## config.mk

```make
export PLATFORM = sky130hd
export DESIGN_NAME = hbus_front
export DESIGN_NICKNAME = d
export VERILOG_FILES = /design/src/rtl/hbus_pkg.sv /design/src/rtl/hbus_sync.sv /design/src/rtl/hbus_decode.sv /design/src/rtl/hbus_cmd_reg.sv /design/src/rtl/hbus_steer.sv /design/src/rtl/hbus_front.sv
export SDC_FILE = /design/constraint.sdc
export NUM_CORES = 1
export LEC_CHECK = 0
export CAP_MARGIN = 20
export CORE_AREA = 2 2 104 106
export DETAILED_ROUTE_END_ITERATION = 7
export DIE_AREA = 0 0 106 108
export PLACE_DENSITY_LB_ADDON = 0.05
export SETUP_SLACK_MARGIN = 0.2
export SLEW_MARGIN = 40
export SYNTH_ARGS = -nofsm -noshare
export SYNTH_HDL_FRONTEND = slang
export SYNTH_SLANG_ARGS = --single-unit
export TNS_END_PERCENT = 5
```

## constraint.sdc

```tcl
create_clock -name clk -period 1.25 [get_ports clk]
set_input_delay 0.125 -clock clk [delete_from_list [all_inputs] [get_ports clk]]
set_output_delay 0.125 -clock clk [all_outputs]
set_load 0.1 [all_outputs]
```

## src/rtl/hbus_pkg.sv

```systemverilog
package hbus_pkg;

    localparam int AC_W   = 13;
    localparam int DQ_W   = 32;
    localparam int WORD_W = 2 * DQ_W;
    localparam int HALVES = WORD_W / DQ_W;

    typedef enum logic [1:0] {
        ACC_MEM_RD = 2'b00,
        ACC_MEM_WR = 2'b01,
        ACC_CTL_RD = 2'b10,
        ACC_CTL_WR = 2'b11
    } acc_kind_e;

    // Raw pin values taken at the strobe fall
    typedef struct packed {
        logic            we_n;
        logic            sel1_n;
        logic            sel2_n;
        logic            av_n;
        logic [AC_W-1:0] ac;
        logic            seg;
        logic [DQ_W-1:0] dq;
    } bus_sample_t;

    // Classification of one sampled cycle
    typedef struct packed {
        logic      selected;
        logic      is_write;
        logic      is_control;
        logic      seg_fault;
        acc_kind_e kind;
    } cls_t;

    // Command handed to the core
    typedef struct packed {
        logic            is_write;
        logic            is_control;
        logic [AC_W-1:0] addr;
        logic            seg;
        logic [DQ_W-1:0] wdata;
    } cmd_t;

    function automatic acc_kind_e kind_of(input logic is_ctl, input logic is_wr);
        return acc_kind_e'({is_ctl, is_wr});
    endfunction

    // A control code under the threshold names a 32-bit register
    function automatic logic narrow_target(input logic            is_ctl,
                                           input logic [AC_W-1:0] code,
                                           input logic [AC_W-1:0] base);
        return is_ctl && (code < base);
    endfunction

endpackage

```

## src/rtl/hbus_sync.sv

```systemverilog
module hbus_sync #(
    parameter int   STAGES  = 2,
    parameter logic RST_VAL = 1'b1
) (
    input  logic clk,
    input  logic rst,
    input  logic d,
    output logic q
);
    logic [STAGES-1:0] chain;

    generate
        if (STAGES == 1) begin : g_one
            always_ff @(posedge clk) begin
                if (rst) chain <= RST_VAL;
                else     chain <= d;
            end
        end else begin : g_many
            always_ff @(posedge clk) begin
                if (rst) chain <= {STAGES{RST_VAL}};
                else     chain <= {chain[STAGES-2:0], d};
            end
        end
    endgenerate

    assign q = chain[STAGES-1];
endmodule

```

## src/rtl/hbus_decode.sv

```systemverilog
module hbus_decode
    import hbus_pkg::*;
#(
    parameter logic [AC_W-1:0] WIDE_CTRL_BASE = 13'h1000
) (
    input  bus_sample_t smp,
    output cls_t        cls
);
    always_comb begin
        cls            = '0;
        cls.selected   = ~smp.sel1_n | ~smp.sel2_n;
        cls.is_write   = ~smp.we_n;
        cls.is_control = smp.av_n;
        cls.seg_fault  = smp.seg & narrow_target(smp.av_n, smp.ac, WIDE_CTRL_BASE);
        cls.kind       = kind_of(smp.av_n, ~smp.we_n);
    end
endmodule

```

## src/rtl/hbus_cmd_reg.sv

```systemverilog
module hbus_cmd_reg
    import hbus_pkg::*;
(
    input  logic        clk,
    input  logic        rst,
    input  logic        fall,
    input  logic        stb_high,
    input  bus_sample_t smp,
    input  cls_t        cls,
    output cmd_t        cmd,
    output acc_kind_e   kind,
    output logic        cmd_valid,
    output logic        cmd_err,
    output logic        rd_active
);
    logic take;
    assign take = fall & cls.selected;

    always_ff @(posedge clk) begin
        if (rst) begin
            cmd       <= '0;
            kind      <= ACC_MEM_RD;
            cmd_valid <= 1'b0;
            cmd_err   <= 1'b0;
            rd_active <= 1'b0;
        end else begin
            cmd_valid <= 1'b0;
            cmd_err   <= 1'b0;
            if (take) begin
                cmd.is_write   <= cls.is_write;
                cmd.is_control <= cls.is_control;
                cmd.addr       <= smp.ac;
                cmd.seg        <= smp.seg;
                cmd.wdata      <= cls.is_write ? smp.dq : '0;
                kind           <= cls.kind;
                cmd_valid      <= ~cls.seg_fault;
                cmd_err        <= cls.seg_fault;
            end
            if (take && !cls.is_write && !cls.seg_fault)
                rd_active <= 1'b1;
            else if (stb_high)
                rd_active <= 1'b0;
        end
    end
endmodule

```

## src/rtl/hbus_steer.sv

```systemverilog
module hbus_steer
    import hbus_pkg::*;
(
    input  cmd_t              cmd,
    input  logic              cmd_valid,
    input  logic [WORD_W-1:0] rd_word,
    output logic [WORD_W-1:0] wr_word,
    output logic [HALVES-1:0] wr_half_en,
    output logic [DQ_W-1:0]   rd_half
);
    generate
        for (genvar h = 0; h < HALVES; h++) begin : g_half
            logic pick;
            assign pick = (cmd.seg == (h != 0));
            assign wr_half_en[h]          = cmd_valid & cmd.is_write & pick;
            assign wr_word[h*DQ_W +: DQ_W] = pick ? cmd.wdata : '0;
        end
    endgenerate

    assign rd_half = cmd.seg ? rd_word[WORD_W-1:DQ_W] : rd_word[DQ_W-1:0];
endmodule

```

## src/rtl/hbus_front.sv

```systemverilog
module hbus_front
    import hbus_pkg::*;
#(
    parameter int              SYNC_STAGES    = 2,
    parameter logic [AC_W-1:0] WIDE_CTRL_BASE = 13'h1000
) (
    input  logic              clk,
    input  logic              rst,
    input  logic              ce_n,
    input  logic              we_n,
    input  logic              sel1_n,
    input  logic              sel2_n,
    input  logic              av_n,
    input  logic [AC_W-1:0]   ac,
    input  logic              seg,
    input  logic [DQ_W-1:0]   dq_in,
    input  logic [WORD_W-1:0] rd_word,
    output logic [DQ_W-1:0]   dq_out,
    output logic              dq_oe,
    output logic              cmd_valid,
    output logic              cmd_err,
    output logic              cmd_write,
    output logic              cmd_ctrl,
    output logic [1:0]        cmd_kind,
    output logic [AC_W-1:0]   cmd_addr,
    output logic              cmd_seg,
    output logic [DQ_W-1:0]   cmd_wdata,
    output logic [WORD_W-1:0] wr_word,
    output logic [HALVES-1:0] wr_half_en
);
    logic        stb_s;
    logic        stb_prev;
    logic        fall;
    logic        rd_active;
    bus_sample_t smp;
    cls_t        cls;
    cmd_t        cmd;
    acc_kind_e   kind;

    hbus_sync #(.STAGES(SYNC_STAGES), .RST_VAL(1'b1)) u_sync (
        .clk (clk),
        .rst (rst),
        .d   (ce_n),
        .q   (stb_s)
    );

    always_ff @(posedge clk) begin
        if (rst) stb_prev <= 1'b1;
        else     stb_prev <= stb_s;
    end

    assign fall = stb_prev & ~stb_s;

    always_comb begin
        smp.we_n   = we_n;
        smp.sel1_n = sel1_n;
        smp.sel2_n = sel2_n;
        smp.av_n   = av_n;
        smp.ac     = ac;
        smp.seg    = seg;
        smp.dq     = dq_in;
    end

    hbus_decode #(.WIDE_CTRL_BASE(WIDE_CTRL_BASE)) u_decode (
        .smp (smp),
        .cls (cls)
    );

    hbus_cmd_reg u_cmd (
        .clk       (clk),
        .rst       (rst),
        .fall      (fall),
        .stb_high  (stb_s),
        .smp       (smp),
        .cls       (cls),
        .cmd       (cmd),
        .kind      (kind),
        .cmd_valid (cmd_valid),
        .cmd_err   (cmd_err),
        .rd_active (rd_active)
    );

    hbus_steer u_steer (
        .cmd        (cmd),
        .cmd_valid  (cmd_valid),
        .rd_word    (rd_word),
        .wr_word    (wr_word),
        .wr_half_en (wr_half_en),
        .rd_half    (dq_out)
    );

    // Pad released the moment the raw strobe goes high
    assign dq_oe     = rd_active & ~ce_n;
    assign cmd_write = cmd.is_write;
    assign cmd_ctrl  = cmd.is_control;
    assign cmd_kind  = kind;
    assign cmd_addr  = cmd.addr;
    assign cmd_seg   = cmd.seg;
    assign cmd_wdata = cmd.wdata;
endmodule

```

Word level (Yosys, flattened, before mapping)
Cells that the tools add are included.
{ "classes": {"order_cmp": 1, "mux": 6, "bitwise_logic": 16, "reduce_logical": 6} }
{ "ops": {"columns": ["operator", "count"], "rows": [
  ["$mux W32", 4],
  ["$lt A13 B13 Y1 const B", 1],
  ["$not A1 Y1", 8],
  ["$and A1 B1 Y1", 7],
  ["$logic_and A1 B1 Y1", 3],
  ["$mux W1", 2],
  ["$reduce_bool A2 Y1", 1],
  ["$reduce_or A2 Y1", 1],
  ["$logic_not A1 Y1", 1],
  ["$or A1 B1 Y1", 1]
]} }
{ "totals": {"ff_bits": 56, "inputBits": 117, "output_inout_bits": 151, "elab_cells": 40} }

Logic depth before layout (Yosys ltp)
{ "logic_depth": {"depth_word": 6, "ltp_mapped": 5, "mapped_depth_nobuf": 3} }

Hierarchy
From an unflattened synthesis, not the netlist that was laid out.
{ "unflattened": {"hier_cells": 364, "area_unflattened_um2": 3468.3} }
{ "by_module_without_submodules": {"columns": ["mod", "n_inst", "cells_per_inst", "area_each_um2", "seq_area_each_um2"], "rows": [
  ["hbus_cmd_reg", 1, 241, 2344.7, 1061.0],
  ["hbus_steer", 1, 109, 991.0, 0.0],
  ["hbus_sync", 1, 4, 52.6, 40.0],
  ["hbus_front", 1, 4, 41.3, 20.0],
  ["hbus_decode", 1, 6, 38.8, 0.0]
]} }

Worst setup path after synthesis
Ideal clock, no wire load.
{ "synth_timing": {"kind": "register to output", "start": "reg, netlist name u_cmd.cmd[32]", "end": "out wr_half_en[0]", "arrival_ns": 2.555, "required_ns": 1.125, "path_slack_ns": -1.430, "stages_incl_launch_ff": 5, "path_buffers": 3, "path_cell_list": "dfxtp_1 > buf_2 > buf_2 > clkbuf_1 > nor2_1"} }
{ "synth_between": {"elab_chain_len": 2} }
{ "synth_rtl": {"columns": ["item", "line", "rtl"], "rows": [
  ["$not A1 Y1", "hbus_steer.sv:14", "assign pick = (cmd.seg == (h != 0));"],
  ["$and A1 B1 Y1", "hbus_steer.sv:15", "assign wr_half_en[h] = cmd_valid & cmd.is_write & pick;"],
  ["end, declared", "hbus_front.sv:29", "output logic [HALVES-1:0] wr_half_en"]
]} }
Every way passes these cells.

Worst setup path in the final report
{ "layout_timing": {"start": "reg, netlist name u_cmd.cmd[32]", "end": "out dq_out[25]"} }
{ "layout_between": {"elab_chain_len": 1} }
{ "layout_rtl": {"columns": ["item", "line", "rtl"], "rows": [
  ["$mux W32", "hbus_steer.sv:20", "assign rd_half = cmd.seg ? rd_word[WORD_W-1:DQ_W] : rd_word[DQ_W-1:0];"],
  ["end, declared", "hbus_front.sv:18", "output logic [DQ_W-1:0] dq_out,"]
]} }
Every way passes these cells.

==> qor.yml <==
clk_pin_slew_ps: 110
yosysSeqAreaShare_pct: 39.5
io_buffers: 267
synthToLayoutAreaGrowth_pct: 198
relSlewSlack_pct: 78.7
grt.met2_usage_pct: 39.0
worstSetupEndpointType: "primary output"
cp_max_fo: 11
drt_iter0_drc: 107
hold_viol_final: 0
min_from: "seg"
clkPwrFrac_pct: 20.0
antenna_cells: 0
p_seq_share_pct: 34.9
r2r-end: "u_cmd.cmd[26]"
ys_top_cells_by_area: "dfxtp_1 40%, mux2_2 13%, a22o_1 10%"
hold_depth: 3
viasPerCell: 4.61
critical-path-max-stage-delay_ps: 380
rrSetupSlack_ps: -50
die_w_um: 106
p_int_w: 0.00319
placed_cell_area_um2: 7680
final_cell_area_um2: 8150
maxSlewViolCount: 0
synth_top_area_cell: "dfxtp_1"
switchingPower_w: 0.00192
grt.busiest_layer: "met2"
ios: 268
grt_util_all_layers_pct: 20.5
synth.top_cell.area_share_pct: 39.5
synth_nets: 394
leakagePower_nw: 3.22
holdCritPathClass: "in -> reg"
comb_power_share_pct: 45.1
hold_buffers: 0
dpl.hpwl_um: 10200
root_buffer: "clkbuf_8"
h-tree-depth: 2
cp_num_buf_inv: 3
crit_family: "buffers and inverters"
required_ps: 1120
antenna_found_initial: 0
routedWlPerCell_um: 18.8
total_power_w: 0.00511
ff2ff_path_depth: 4
grt_overflow: 0
grt_max_degree: 33
stdcell_count: 697
cts_tree: "built"
rows: 37
cp_common_cell: "buf_12"
grt_util_met3_pct: 5.24
postSynthCellCount: 277
r2r_start: "u_sync.chain[1]"
synth.distinct_cells: 27
violations: "negative setup slack"
path_class: "reg -> out"
fin_setup_tns_ps: -30590
grt_pass1_wl_um: 18300
hold_end: "u_cmd.cmd_err"
drt-total-wl_um: 13100
max-cap-violations: 0
vdd.ir_drop.worst_mv: 0.500
dieArea_um2: 11400
setup_viol: 131
met1_usage_pct: 22.7
skew_ps: 12.2
timing.fmax_mhz: 622
routabilityCongestion: 0.742
drc_errors: 0
ant_nets: 0
final_util_pct: 79.6
swShare_pct: 37.5
worstSkewPairLatency_ps: 310
fin_nets: 677
start_util_pct: 26.7
cts_made_buffers: 5
crit_path_start_kind: "register"
yosys_warnings: 0
die_h_um: 108
core-area_um2: 10200
drive_above_1_share_pct: 61.9
drt_first_pass_iters: 4
syn_avg_cell_area_um2: 9.87
cp_slowest_cell: "dfxtp_4"
period_share_pct: 129
powerDensity_nw_per_um2: 627
cts_buffer_depth: 2
netlist_area_um2: 2730
critPathArrivalTime_ps: 1480
worst_pin_slew_ps: 317
grt_pass1_vias: 3098
cts.sinks: 54
crit_chain: "buf_12 -> buf_12 -> mux2_4 -> buf_12"
status: "finished, violations left"
min_period_ps: 1610
vias: 3215
timing.final.ws_setup_ps: -357
rsz0062_at_grt: "yes"
post-place-cells: 671
ys_ff_latch: 54
==> cells in the mapped netlist <==
library cell,instances
inv_1,1
mux2_2,32
nor2_1,2
nor4_1,1
o21ai_0,16
buf_6,6
and2_1,32
a22o_1,32
buf_2,8
clkbuf_1,12
nor2b_1,33
o21ba_1,1
nand2b_4,1
or2_1,1
nor4_4,1
or3b_2,1
or3_1,1
and3_1,1
o41ai_2,1
and2_4,1
buf_4,2
or3b_1,15
a21oi_1,16
nor3_1,1
or2_2,3
dfxtp_1,54
nand2_1,2
==> state kept, by name, indices dropped and copies added (netlist names) <==
| name | cells |
|---|---|
| stb_prev | 1 |
| u_cmd.cmd | 46 |
| u_cmd.cmd_err | 1 |
| u_cmd.cmd_valid | 1 |
| u_cmd.kind | 2 |
| u_cmd.rd_active | 1 |
| u_sync.chain | 2 |
==> per-layer routing <==
layer  vias to the layer above  routed length [um]  share of wire, %
met1                      1529                4710                36
met5                         -                   0                 0
met3                        15                 820               6.3
met2                       138                7330                56
met4                         0                 241               1.8
li1                       1533                   -                 -
==> worst min-delay path, delay by kind of cell <==
kind / cells / cell delay, ps
buffers and inverters: 1 / 410
and+or+nand+nor: 2 / 130
==> cells by family after synthesis <==
kind of cell	after synthesis	share of synthesized area [%]
flip-flops	54	39.5
AO/OA/AOI/OAI	66	17.1
buffers and inverters	29	6.27
AND/OR/NAND/NOR	96	23.9
multiplexers	32	13.2
==> layout make-up <==
cell class / instances / area [um^2]
Fill cell: 603 / 2090
Tap cell: 136 / 170
Clock buffer: 5 / 68.8
Clock inverter: 3 / 28.8
Timing Repair Buffer: 304 / 4750
Sequential cell: 54 / 1180
Multi-Input combinational cell: 194 / 1950
Inverter: 1 / 3.75
==> power groups by stage <==
stage / combinational (W) / sequential, W / clock [W]
after global routing: 0.00237 / 0.00179 / 0.00115
after global placement: 0.00222 / 0.00185 / 0
after detailed placement: 0.00224 / 0.00185 / 0
after floorplan: 0.00100 / 0.00207 / 0
after CTS: 0.00225 / 0.00181 / 0.00107
final: 0.00230 / 0.00178 / 0.00102
==> how the worst max path moves through the flow <==
stage / start / end / slack (ps) / depth (start not counted)
6_report: u_cmd.cmd[32] / dq_out[25] / -360 / 4
5_1_grt: u_cmd.cmd[32] / dq_out[4] / -400 / 4
4_1_cts: u_cmd.cmd[32] / dq_out[10] / -390 / 3
3_5_place_dp: rst / u_cmd.cmd[24] / -270 / 4
3_3_place_gp: sel1_n / u_cmd.cmd[5] / -200 / 5
2_1_floorplan: u_cmd.cmd[32] / wr_half_en[0] / -250 / 4
==> placed cells by master, fill, tap and decap left out, drive strengths merged <==
cell           count
o21ba              1
or3                1
or2                4
o21ai             16
nand2              2
and3               1
inv                2
nor2b             33
clkbuf            10
and2              33
a21oi             16
nor2               2
nor4               2
nor3               1
clkinv             2
mux2              32
a22o              32
clkdlybuf4s50    116
o41ai              1
buf              183
or3b              16
dfxtp             54
nand2b             1
==> per-stage QoR <==
step	hold WS, ps	setup WS, ps
after detailed placement	396	-270
after global routing	360	-403
after floorplan	202	-252
after global placement	394	-203
after CTS	371	-385
final	374	-357
==> what timing repair did <==
item                       in CTS  in global routing
resized for setup               9                 32
cloned                          0                  7
pin swaps                      14                  5
setup endpoints to repair     155                184
buffers inserted                0                 11
No activity file was read; power rests on OpenSTA's default activity.
